==> config.mk <==
export PLATFORM = sky130hd
export DESIGN_NAME = wm_irq_top
export DESIGN_NICKNAME = d
export VERILOG_FILES = /design/src/rtl/wm_pkg.sv /design/src/rtl/wm_compare.sv /design/src/rtl/wm_ctrl.sv /design/src/rtl/wm_state.sv /design/src/rtl/wm_irq_top.sv
export SDC_FILE = /design/constraint.sdc
export NUM_CORES = 1
export LEC_CHECK = 0
export ABC_AREA = 1
export BUFFER_PORTS_ARGS = -buffer_cell sky130_fd_sc_hd__buf_2
export CAP_MARGIN = 25
export CORE_MARGIN = 2
export CORE_UTILIZATION = 40
export CTS_CLUSTER_DIAMETER = 100
export DETAILED_ROUTE_END_ITERATION = 16
export PLACE_DENSITY_LB_ADDON = 0.1
export SETUP_SLACK_MARGIN = 0.4
export SLEW_MARGIN = 20
export SYNTH_ARGS = -nofsm -noshare
export SYNTH_HDL_FRONTEND = slang
export SYNTH_SLANG_ARGS = --single-unit
export TNS_END_PERCENT = 20
==> constraint.sdc <==
create_clock -name clk -period 2.2 [get_ports clk]
set_input_delay 0.11 -clock clk [delete_from_list [all_inputs] [get_ports clk]]
set_output_delay 0.11 -clock clk [all_outputs]
set_load 0.02 [all_outputs]
==> src/rtl/wm_pkg.sv <==
package wm_pkg;
  // Positions of the status bits inside the raw interrupt condition.
  localparam int DR_POS = 4;
  localparam int CC_POS = 7;
  localparam int RAW_W  = 16;

  // Compare results produced by the datapath.
  typedef struct packed {
    logic highHit;
    logic lowHit;
    logic notEmpty;
    logic freeCovers;
    logic frontZero;
    logic backZero;
  } wmCmp_t;

  // Strobes from control to the state registers.
  typedef struct packed {
    logic ldStat;
    logic ldHigh;
    logic ldLow;
    logic drNext;
    logic ccNext;
    logic endNext;
    logic dropBusy;
  } wmStrobe_t;
endpackage

==> src/rtl/wm_compare.sv <==
module wm_compare
  import wm_pkg::*;
#(
  parameter int CNT_W = 4,
  parameter int LEN_W = 16
) (
  input  logic [CNT_W-1:0] fifoCount,
  input  logic [CNT_W-1:0] fifoSize,
  input  logic [LEN_W-1:0] frontRes,
  input  logic [LEN_W-1:0] backRes,
  input  logic [CNT_W-1:0] highMark,
  input  logic [CNT_W-1:0] lowMark,
  output wmCmp_t           cmp
);
  localparam int WIDE_W = (CNT_W > LEN_W) ? CNT_W : LEN_W;

  logic [CNT_W-1:0]  freeSlots;
  logic [WIDE_W-1:0] freeWide;
  logic [WIDE_W-1:0] backWide;

  // Free space saturates at zero if occupancy ever exceeds capacity.
  always_comb begin
    if (fifoCount > fifoSize) freeSlots = '0;
    else                      freeSlots = fifoSize - fifoCount;
  end

  assign freeWide = WIDE_W'(freeSlots);
  assign backWide = WIDE_W'(backRes);

  always_comb begin
    cmp.highHit    = (fifoCount >= highMark);
    cmp.lowHit     = (fifoCount <= lowMark);
    cmp.notEmpty   = (fifoCount != '0);
    cmp.freeCovers = (freeWide >= backWide);
    cmp.frontZero  = (frontRes == '0);
    cmp.backZero   = (backRes == '0);
  end
endmodule

==> src/rtl/wm_ctrl.sv <==
module wm_ctrl
  import wm_pkg::*;
(
  input  logic      busBusy,
  input  logic      isRead,
  input  logic      stopReq,
  input  wmCmp_t    cmp,
  output wmStrobe_t stb
);
  logic allDone;
  logic readReq;
  logic writeReq;

  assign allDone  = cmp.frontZero && cmp.backZero;
  // The watermark term uses the flag value being loaded this cycle.
  assign readReq  = (cmp.highHit && cmp.notEmpty) || cmp.frontZero;
  assign writeReq = !cmp.backZero && (cmp.freeCovers || cmp.lowHit);

  always_comb begin
    stb          = '0;
    stb.ldStat   = busBusy;
    stb.ldHigh   = busBusy && isRead;
    stb.ldLow    = busBusy && !isRead;
    if (allDone) begin
      stb.drNext = 1'b0;
      stb.ccNext = 1'b1;
    end else begin
      stb.drNext = isRead ? readReq : writeReq;
      stb.ccNext = 1'b0;
    end
    stb.endNext  = busBusy && allDone && stopReq;
    stb.dropBusy = busBusy && allDone && stopReq;
  end
endmodule

==> src/rtl/wm_state.sv <==
module wm_state
  import wm_pkg::*;
(
  input  logic             clk,
  input  logic             rstN,
  input  wmStrobe_t        stb,
  input  logic             highHit,
  input  logic             lowHit,
  input  logic             xferStart,
  input  logic [RAW_W-1:0] maskWrData,
  input  logic             maskWrEn,
  input  logic             maskOrEn,
  input  logic             maskAndEn,
  output logic             dataReq,
  output logic             cmdComp,
  output logic             highWater,
  output logic             lowWater,
  output logic [1:0]       busyFlags,
  output logic             endXfer,
  output logic [RAW_W-1:0] rawCond,
  output logic [RAW_W-1:0] maskedCond,
  output logic [RAW_W-1:0] maskValue,
  output logic             irq
);
  always_ff @(posedge clk) begin
    if (!rstN) begin
      dataReq   <= 1'b0;
      cmdComp   <= 1'b1;
      highWater <= 1'b0;
      lowWater  <= 1'b0;
      endXfer   <= 1'b0;
    end else begin
      if (stb.ldStat) begin
        dataReq <= stb.drNext;
        cmdComp <= stb.ccNext;
        endXfer <= stb.endNext;
      end
      if (stb.ldHigh) highWater <= highHit;
      if (stb.ldLow)  lowWater  <= lowHit;
    end
  end

  always_ff @(posedge clk) begin
    if (!rstN)              busyFlags <= 2'b00;
    else if (xferStart)     busyFlags <= 2'b11;
    else if (stb.dropBusy)  busyFlags <= 2'b00;
  end

  always_ff @(posedge clk) begin
    if (!rstN)          maskValue <= '0;
    else if (maskWrEn)  maskValue <= maskWrData;
    else if (maskOrEn)  maskValue <= maskValue | maskWrData;
    else if (maskAndEn) maskValue <= maskValue & maskWrData;
  end

  always_comb begin
    rawCond         = '0;
    rawCond[DR_POS] = dataReq;
    rawCond[CC_POS] = cmdComp;
  end

  assign maskedCond = rawCond & maskValue;

  always_ff @(posedge clk) begin
    if (!rstN) irq <= 1'b0;
    else       irq <= |maskedCond;
  end
endmodule

==> src/rtl/wm_irq_top.sv <==
module wm_irq_top
  import wm_pkg::*;
#(
  parameter int FIFO_DEPTH = 8,
  parameter int LEN_W      = 16,
  localparam int CNT_W     = $clog2(FIFO_DEPTH + 1)
) (
  input  logic             clk,
  input  logic             rstN,
  input  logic [CNT_W-1:0] fifoCount,
  input  logic [CNT_W-1:0] fifoSize,
  input  logic             isRead,
  input  logic [LEN_W-1:0] frontRes,
  input  logic [LEN_W-1:0] backRes,
  input  logic [CNT_W-1:0] highMark,
  input  logic [CNT_W-1:0] lowMark,
  input  logic             busBusy,
  input  logic             stopReq,
  input  logic             xferStart,
  input  logic [15:0]      maskWrData,
  input  logic             maskWrEn,
  input  logic             maskOrEn,
  input  logic             maskAndEn,
  output logic             dataReq,
  output logic             cmdComp,
  output logic             highWater,
  output logic             lowWater,
  output logic [1:0]       busyFlags,
  output logic [31:0]      statusWord,
  output logic [15:0]      rawCond,
  output logic [15:0]      maskedCond,
  output logic [15:0]      maskValue,
  output logic             endXfer,
  output logic             irq
);
  wmCmp_t    cmp;
  wmStrobe_t stb;

  wm_compare #(.CNT_W(CNT_W), .LEN_W(LEN_W)) u_cmp (
    .fifoCount(fifoCount), .fifoSize(fifoSize),
    .frontRes(frontRes),   .backRes(backRes),
    .highMark(highMark),   .lowMark(lowMark),
    .cmp(cmp)
  );

  wm_ctrl u_ctrl (
    .busBusy(busBusy), .isRead(isRead), .stopReq(stopReq),
    .cmp(cmp), .stb(stb)
  );

  wm_state u_state (
    .clk(clk), .rstN(rstN), .stb(stb),
    .highHit(cmp.highHit), .lowHit(cmp.lowHit),
    .xferStart(xferStart),
    .maskWrData(maskWrData), .maskWrEn(maskWrEn),
    .maskOrEn(maskOrEn), .maskAndEn(maskAndEn),
    .dataReq(dataReq), .cmdComp(cmdComp),
    .highWater(highWater), .lowWater(lowWater),
    .busyFlags(busyFlags), .endXfer(endXfer),
    .rawCond(rawCond), .maskedCond(maskedCond),
    .maskValue(maskValue), .irq(irq)
  );

  // Interrupt-capable bits live in the upper half of the status word.
  assign statusWord = {rawCond, 16'h0000};
endmodule

==> results.yml, run 1 <==
timing:
  rsz0062_at_grt: "true"
  max_freq_ghz: 0.5015
  setup_tns_ps: 0
  worst_slack_ps: 206.0
  fin_crit_ps: 1994
  slew_headroom_pct: 51.17
  hold_ws_ps: 54.13
  fin_skew_ps: 0.1221
  tightest_slew_ps: 731.6
  slew_violations: 0
  setup_viol: 0
  finalHoldViolCount: 0
  finalCritPeriodShare_pct: 90.64
synthesis:
  synth_top_area_share_pct: 23.79
  ys_warn_count: 0
  syn_area_per_cell_um2: 6.822
  synth_area_um2: 2019
  ys_types: 23
  synthCells: 296
  synthTopCellsByArea: "buf_4 (24%), dfxtp_1 (23%), ha_1 (9.9%), inv_1 (9.9%), nand2_1 (8.6%)"
  synth_top_area_cell: "buf_4"
  ys_seq_area_share_pct: 22.80
  ys_seq_elements: 23
floorplanning:
  die_area_um2: 5633
  die_y_um: 75.06
  rows: 25
  ios: 161
  die_w_um: 75.06
  placeableCoreArea_um2: 4786
  start_util_pct: 42.20
worst_setup_path:
  r2r_setup_slack_ps: 1490
  worstSetupEndpointType: "register"
  cp.required_ps: 2320
  timing.rr.end: "u_state.irq"
  crit_path_end: "u_state.dataReq"
  critical_path_peak_fanout: 4
  r2r_start: "u_state.dataReq"
  timing.critical_path.from: "fifoSize[0]"
  arrival_ps: 2110
  crit_type: "in2reg"
  critPathLaunchType: "input port"
  rr_worst_depth: 2
final_layout:
  fillCellCount: 518
  syn2layout_area_growth_pct: 21.69
  drive_gt1_share_pct: 31.04
  fin_area_um2: 2457
  utilization_pct: 51.35
  fin_cells: 460
  layout.nets: 484
  diodes: 0
placement:
  pre_cts_slack_ps: 0.3910
  postPlaceCellArea_um2: 2344
  place.gp.congestion: 0.7273
  port_buffers: 102
  dp.cells: 455
  hpwl_um: 3579
drt:
  first_pass_iters: 3
  drtAntennaViolNets: 0
  wl_um: 4380
  wl_per_cell_um: 9.522
  via_count: 1870
  first_iter_violations: 73
  drc: 0
  viasPerCell: 4.065
hold_path:
  hp-class: "in2reg"
job:
  drv_cap: 0
cts:
  cts_sinks: 23
  clock_path_buffers: 2
  clkTransAtPathRegs_ps: 70
  clockRootBuffer: "clkbuf_8"
  htreeDepth: 1
  numCtsBuffers: 3
  hold_buffers: 0
  cts_tree: "built"
  clkLatencyLatePin_ps: 250
global_routing:
  grt_max_degree: 23
  overflow: 0
  grt_pass1_vias: 1510
  grt_usage_pct: 14.21
  antenna_found_initial: 0
  grt_pass1_wl_um: 6341
power_and_ir_drop:
  power_mw: 1.160
  powerDensity_nw_per_um2: 472.2
  irDropWorstVdd_v: 0.0003735
  leakage_nw: 1.488
run_status:
  status: "finished, final reports clean"
==> cell type report <==
cell class                 instances  area [µm²]  area share (%)
clock buffer                       4       45.04           1.833
multi-input combinational        209        1132           46.08
sequential                        23       460.4           18.74
timing repair buffer             104       531.8           21.64
inverter                          53       203.9           8.299
tap                               67       83.83           3.411
==> registers in the layout, summed over array words and instances (netlist names) <==
name,count
u_state.highWater,1
u_state.busyFlags,1
u_state.dataReq,1
u_state.lowWater,1
u_state.cmdComp,1
u_state.irq,1
u_state.endXfer,1
u_state.maskValue,16
==> placed cells by master (no fill, tap or decap), drive strengths merged, types with 2 or more instances in the layout <==
cell type	n
buf	104
conb	58
inv	53
nand2	46
nor2	30
a21oi	27
dfxtp	23
a211oi	16
ha	16
clkbuf	4
o21ai	3
or2	3
nand3	3
o21bai	2
nand4	2
==> cell families (layout without fill, tap and decap cells) <==
| logic type | after synthesis | after routing | synth area share [%] |
|---|---|---|---|
| compound gates | 49 | 49 | 14.44 |
| fa+ha+maj | 17 | 17 | 10.90 |
| simple gates | 85 | 85 | 17.16 |
| other cells | 1 | 58 | 0.1857 |
| buf+inv | 121 | 161 | 34.51 |
| flops | 23 | 23 | 22.80 |
==> how the worst min path moves through the flow <==
stage	from	to	slack (ps)	cells past startpoint
2_1_floorplan	rstN	u_state.lowWater	210	2
5_1_grt	xferStart	u_state.busyFlags[0]	50	3
4_1_cts	xferStart	u_state.busyFlags[0]	50	3
6_report	xferStart	u_state.busyFlags[0]	50	3
3_5_place_dp	xferStart	u_state.busyFlags[0]	320	3
3_3_place_gp	xferStart	u_state.busyFlags[0]	320	3
==> power by group <==
part           internal [mW]  total (mW)  switching, mW
combinational          0.157       0.446          0.288
clock                  0.129       0.255          0.126
sequential             0.444       0.460         0.0162
total                  0.730        1.16          0.431
==> repair_timing <==
| item | CTS | global route |
|---|---|---|
| resized for setup | 0 | 14 |
| pin swaps | 1 | 11 |
| setup endpoints to repair | 1 | 1 |
| setup buffers | 0 | 1 |
| hold endpoints to repair | 0 | 0 |
==> critical path, stage by stage <==
cell,delay (ps)
buf_6,100
inv_4,50
ha_4,140
inv_4,30
fa_2,360
nand2_2,90
nand2_2,60
a21oi_4,200
a21oi_2,50
ha_1,310
nand2_1,90
nor2_1,40
nor2_1,100
nand2_1,60
nand3_1,60
nand2_1,50
nand2_1,60
nand2_1,50
nand2_1,60
a21oi_2,50
==> synthesized netlist by cell type <==
| cell type | instances |
|---|---|
| a211oi_1 | 16 |
| a21oi_1 | 27 |
| a31oi_1 | 1 |
| buf_2 | 1 |
| buf_4 | 64 |
| clkbuf_1 | 2 |
| clkbuf_2 | 1 |
| conb_1 | 1 |
| dfxtp_1 | 23 |
| fa_1 | 1 |
| ha_1 | 16 |
| inv_1 | 53 |
| nand2_1 | 46 |
| nand3_1 | 2 |
| nand3_2 | 1 |
| nand4_1 | 2 |
| nor2_1 | 29 |
| nor2_2 | 1 |
| nor3b_1 | 1 |
| o21ai_0 | 3 |
| o21bai_1 | 2 |
| or2_1 | 1 |
| or2_2 | 2 |
==> metal layers <==
layer  vias up  wire length, µm  track usage [%]
met5         -                0                0
met1       774             1740            16.90
met3         2              423            2.811
met2        98             2195            26.90
li1        996                -                -
met4         0               21            1.786
Power figures use the tool's default switching activity.
==> run 2: changes to the inputs <==
--- a/config.mk
+++ b/config.mk
@@ -5,11 +5,9 @@
 export SDC_FILE = /design/constraint.sdc
 export NUM_CORES = 1
 export LEC_CHECK = 0
-export ABC_AREA = 1
 export BUFFER_PORTS_ARGS = -buffer_cell sky130_fd_sc_hd__buf_2
 export CAP_MARGIN = 25
-export CORE_MARGIN = 2
-export CORE_UTILIZATION = 40
+export CORE_UTILIZATION = 39
 export CTS_CLUSTER_DIAMETER = 100
 export DETAILED_ROUTE_END_ITERATION = 16
 export PLACE_DENSITY_LB_ADDON = 0.1
==> results.yml, run 2 <==
timing:
  slew_headroom_pct: 57.11
  finalHoldViolCount: 0
  slew_violations: 0
  setup_viol: 0
  finalCritPeriodShare_pct: 98.67
  fin_crit_ps: 2171
  setup_tns_ps: 0
  fin_skew_ps: 0.7997
  rsz0062_at_grt: "true"
  max_freq_ghz: 0.4607
  tightest_slew_ps: 643.3
synthesis:
  synthArstFlopShare_pct: 0
  synth_most_common_cell: "buf_4"
  synthCells: 248
  synth_top_area_share_pct: 24.55
  ys_seq_area_share_pct: 23.90
  synth_top_area_cell: "buf_4"
  ys_seq_elements: 23
  synthFlopType: "dfxtp_1"
  ys_warn_count: 0
  synth_area_um2: 1927
  yosys-top-cells-count: "buf_4 (63), a21oi_1 (25), nand2_1 (25), o21ai_0 (24), dfxtp_1 (23)"
  syn_area_per_cell_um2: 7.770
  synth_edf_count: 0
  synthTopCellsByArea: "buf_4 (25%), dfxtp_1 (24%), ha_1 (10%), a21oi_1 (6.5%), o21ai_0 (6.2%)"
  ys_types: 34
final_layout:
  utilization_pct: 51.50
  regMostFlops: "u_state.maskValue"
  diodes: 0
  final_common_cell: "buf_2"
  layout.nets: 443
  fin_cells: 419
  syn2layout_area_growth_pct: 26.23
  final_cell_mix: "buf_2 (101), conb_1 (58), nand2_1 (25)"
  fillCellCount: 473
  largest_register_ffs: 16
  drive_gt1_share_pct: 36.93
power_and_ir_drop:
  powerDensity_nw_per_um2: 489.3
  leakage_nw: 1.330
  irDropWorstVdd_v: 0.0002577
worst_setup_path:
  timing.rr.end: "u_state.irq"
  rr_worst_depth: 2
  r2r_start: "u_state.dataReq"
  max_stage_delay_ps: 330
  crit_type: "in2reg"
  crit_chain: "buf_4 -> inv_6 -> ha_4 -> inv_2 -> fa_2 -> a21o_1 -> a21oi_2 -> or2_4 -> ha_4 -> nand2b_4 -> a2111oi_4 -> nor4_1 -> nor4bb_1 -> o32ai_1"
  crit_slowest_cell: "fa_2"
  arrival_ps: 2320
  cp.required_ps: 2350
  critical_path_peak_fanout: 2
  critPathLaunchType: "input port"
  r2r_setup_slack_ps: 1390
  crit_top_cell: "ha_4"
  worstSetupEndpointType: "register"
cts:
  htreeDepth: 1
  clockRootBuffer: "clkbuf_8"
  numCtsBuffers: 3
  clkTransAtPathRegs_ps: 80
  cts_tree: "built"
  clkLatencyLatePin_ps: 260
  hold_buffers: 0
  cts_sinks: 23
  clock_path_buffers: 2
  post_cts_buffers: 0
run_status:
  status: "finished, final reports clean"
floorplanning:
  rows: 25
  placeableCoreArea_um2: 4723
  die_area_um2: 5226
  die_y_um: 72.29
  ios: 161
  die_w_um: 72.29
  start_util_pct: 40.79
drt:
  drtAntennaViolNets: 0
  first_iter_violations: 74
  first_pass_iters: 4
  viasPerCell: 4.341
  drc: 0
  via_count: 1819
  wl_per_cell_um: 10.06
  wl_um: 4217
placement:
  hpwl_um: 3525
  dp.cells: 415
  place.gp.congestion: 0.7368
  port_buffers: 102
global_routing:
  antenna_found_initial: 0
  grt_usage_pct: 15.62
  overflow: 0
  grt_pass1_wl_um: 6568
  grt_max_degree: 19
  grt_pass1_vias: 1530
hold_path:
  hold_depth: 3
  worstHoldStart: "xferStart"
  holdPathEnd: "u_state.busyFlags[0]"
  hp-class: "in2reg"
job:
  drv_cap: 0
==> run 2: cell count changes in the layout (fill, tap and decap cells not counted), sizes merged, moves of 3 or more <==
cell    before  now
inv         53   20
nand2       46   25
o21ai        3   24
a211oi      16    1
nor4         0   10
nor2        30    4
buf        104  112
nor3         0    3
==> run 2: power by group <==
part           switching [mW]  internal, mW  total (mW)  leakage (nW)
Clock                   0.137         0.126       0.263        0.0255
Sequential             0.0152         0.446       0.461         0.191
Combinational           0.289         0.177       0.466          1.11
Total                   0.441         0.749        1.19          1.33
==> run 2: worst max-delay path by stage <==
stage	from	endpoint	depth (start not counted)
floorplan	fifoSize[0]	u_state.dataReq	13
global placement	fifoSize[0]	u_state.dataReq	14
detailed placement	fifoSize[0]	u_state.dataReq	14
CTS	fifoSize[0]	u_state.dataReq	14
global route	fifoSize[0]	u_state.dataReq	14
finish	fifoSize[0]	u_state.dataReq	14
==> run 2: kinds of logic (layout without fill, tap and decap cells) <==
logic type	after synthesis	in the layout	share of synthesized area [%]
XOR/XNOR	1	1	0.4546
AND/OR/NAND/NOR	56	56	16.75
flip-flops	23	23	23.90
adder cells (fa/ha/maj)	17	17	11.43
buffers and inverters	90	137	29.80
AO/OA/AOI/OAI	58	58	16.43
multiplexers	2	2	1.039
other	1	58	0.1946
==> run 2: worst max-delay path: cells and delay by family <==
| kind | cells | cell delay, ps |
|---|---|---|
| fa+ha+maj | 3 | 630 |
| simple gates | 4 | 680 |
| buf+inv | 3 | 210 |
| compound gates | 4 | 700 |
==> run 2: routing by layer <==
metal	wire length, µm	track usage (%)	part of all wire (%)	up-vias
li1	-	-	-	927
met1	1729	17.93	41	795
met2	2126	30.22	50	95
met3	345	3.194	8.2	2
met4	16	1.961	0.38	0
met5	0	0	0	-
==> run 2: timing repair <==
action	in CTS	in global routing
setup endpoints to repair	1	1
resized for setup	1	0
pin swaps	7	2
==> run 2: stage by stage <==
| step | total power, mW | instance area, µm² | hold slack [ps] | setup WS [ps] |
|---|---|---|---|---|
| floorplan | 0.8603 | 2206 | 218.6 | -48.76 |
| global placement | 0.9337 | 2380 | 325.7 | -282.3 |
| detailed placement | 0.9367 | 2380 | 330.0 | -319.3 |
| CTS | 1.203 | 2429 | 53.63 | 9.561 |
| global route | 1.270 | 2432 | 39.60 | -111.0 |
| finish | 1.190 | 2432 | 48.91 | 29.35 |
==> run 2: cell type report <==
cell class	count	area, µm²	share of cell area, %
clock inverters	1	5.005	0.2058
flip-flops and latches	23	460.4	18.93
clock buffers	3	41.29	1.698
multi-input cells	192	1170	48.10
well taps	67	83.83	3.447
inverters	21	83.83	3.447
repair buffers	112	588.1	24.18
==> run 3: changes to the inputs <==
--- a/config.mk
+++ b/config.mk
@@ -5,8 +5,9 @@
 export SDC_FILE = /design/constraint.sdc
 export NUM_CORES = 1
 export LEC_CHECK = 0
-export BUFFER_PORTS_ARGS = -buffer_cell sky130_fd_sc_hd__buf_2
+export BUFFER_PORTS_ARGS = -buffer_cell sky130_fd_sc_hd__buf_4
 export CAP_MARGIN = 25
+export CORE_ASPECT_RATIO = 0.9
 export CORE_UTILIZATION = 39
 export CTS_CLUSTER_DIAMETER = 100
 export DETAILED_ROUTE_END_ITERATION = 16
==> results.yml, run 3 (synthesis results as in run 2) <==
job:
  drv_cap: 0
timing:
  setup_viol: 0
  fin_crit_ps: 2176
  finalCritPeriodShare_pct: 98.92
  finalHoldViolCount: 0
  worst_slack_ps: 23.87
  fin_skew_ps: 0.4889
  tightest_slew_ps: 640.8
  rsz0062_at_grt: "true"
  slew_headroom_pct: 57.28
  slew_violations: 0
  max_freq_ghz: 0.4595
cts:
  cts_tree: "built"
  cts_sinks: 23
  htreeDepth: 1
  clkLatencyLatePin_ps: 260
  clock_path_buffers: 2
  clkTransAtPathRegs_ps: 80
  numCtsBuffers: 3
  hold_buffers: 0
  clockRootBuffer: "clkbuf_8"
power_and_ir_drop:
  internal_power_uw: 810.2
  leakage_nw: 1.402
  irDropWorstVdd_v: 0.0003088
  power_frac_seq_pct: 37.1
  p_clk_share_pct: 20.8
  powerDensity_nw_per_um2: 466.7
  sw_frac_of_total_pct: 35.25
  p_switching_uw: 441.1
  pwr-share-comb_pct: 42.1
final_layout:
  diodes: 0
  fin_area_um2: 2681
  fillCellCount: 445
  fin_cells: 414
  utilization_pct: 58.23
  final_cell_mix: "buf_4 (111), conb_1 (58), nand2_1 (25)"
  drive_gt1_share_pct: 36.65
  largest_register_ffs: 16
  final-seq-area_um2: 460.4
  layout.nets: 443
  syn2layout_area_growth_pct: 39.16
  regMostFlops: "u_state.maskValue"
  final_common_cell: "buf_4"
  multiInputGateArea_um2: 1170
drt:
  drtAntennaViolNets: 0
  first_pass_iters: 4
  wl_per_cell_um: 10.80
  first_iter_violations: 50
  via_count: 1832
  drc: 0
  viasPerCell: 4.425
  wl_um: 4470
floorplanning:
  die_area_um2: 5226
  die_y_um: 68.68
  ios: 161
  start_util_pct: 41.85
  rows: 23
  placeableCoreArea_um2: 4604
  die_w_um: 76.09
worst_setup_path:
  r2r_setup_slack_ps: 1360
  crit_type: "in2reg"
  critPathLaunchType: "input port"
  critical_path_peak_fanout: 2
  arrival_ps: 2330
  cp.required_ps: 2350
  worstSetupEndpointType: "register"
run_status:
  status: "finished, final reports clean"
placement:
  pre_cts_slack_ps: -294.1
  port_buffers: 102
  place.gp.congestion: 0.7307
  hpwl_um: 3786
  dp.cells: 407
  postPlaceCellArea_um2: 2606
global_routing:
  grt_usage_pct: 15.78
  antenna_found_initial: 0
  grt_pass1_wl_um: 6734
  overflow: 0
  grt_max_degree: 19
  grt_pass1_vias: 1567
hold_path:
  hp-class: "in2reg"
-- run 3: worst paths after layout --
| path | depth (start not counted) | start | end |
|---|---|---|---|
| max reg2reg | 2 | u_state.dataReq | u_state.irq |
| max | 14 | fifoSize[0] | u_state.dataReq |
| min reg2reg | 2 | u_state.maskValue[2] | u_state.maskValue[2] |
| min | 3 | xferStart | u_state.busyFlags[0] |
-- run 3: metrics by stage --
stage | hold WS (ps) | power [mW] | TNS, ps
6_report | 52.37 | 1.251 | 0
5_1_grt | 63.86 | 1.322 | -97.66
4_1_cts | 54.56 | 1.259 | 0
3_5_place_dp | 329.4 | 0.9939 | -294.1
3_3_place_gp | 311.1 | 0.9874 | -243.1
2_1_floorplan | 218.6 | 0.8603 | -48.76
-- run 3: final cells by class --
class | instances | share of cell area (%)
well taps | 62 | 2.893
flip-flops and latches | 23 | 17.17
repair buffers | 112 | 31.50
inverters | 21 | 3.126
clock buffers | 4 | 1.680
multi-input cells | 192 | 43.63
-- run 3: timing repair --
item / CTS / global route
setup buffers: 3 / 0
pin swaps: 9 / 0
resized for setup: 1 / 0
setup endpoints to repair: 1 / 1
gates cloned: 0 / 0
-- run 3: routing by layer --
layer | up-vias | track usage [%] | wire, µm
li1 | 925 | - | -
met1 | 811 | 18.09 | 1829
met2 | 94 | 32.05 | 2303
met3 | 2 | 3.026 | 327
met4 | 0 | 1.442 | 10
met5 | - | 0 | 0
-- run 3: worst max-delay path, cell delays in order --
cell	delay, ps
buf_6	100
inv_6	40
ha_4	110
inv_2	40
fa_2	330
a21o_1	170
a21oi_2	150
or2_4	140
ha_4	180
nand2b_4	140
a2111oi_4	330
nor4_1	80
nor4bb_1	280
o32ai_1	120
-- run 3: power by group through the flow --
| stage | Combinational (mW) | Clock (mW) | Sequential, mW |
|---|---|---|---|
| finish | 0.526 | 0.261 | 0.464 |
| CTS | 0.527 | 0.267 | 0.464 |
| global placement | 0.513 | 0 | 0.474 |
| global route | 0.573 | 0.281 | 0.468 |
| detailed placement | 0.520 | 0 | 0.474 |
| floorplan | 0.353 | 0 | 0.508 |
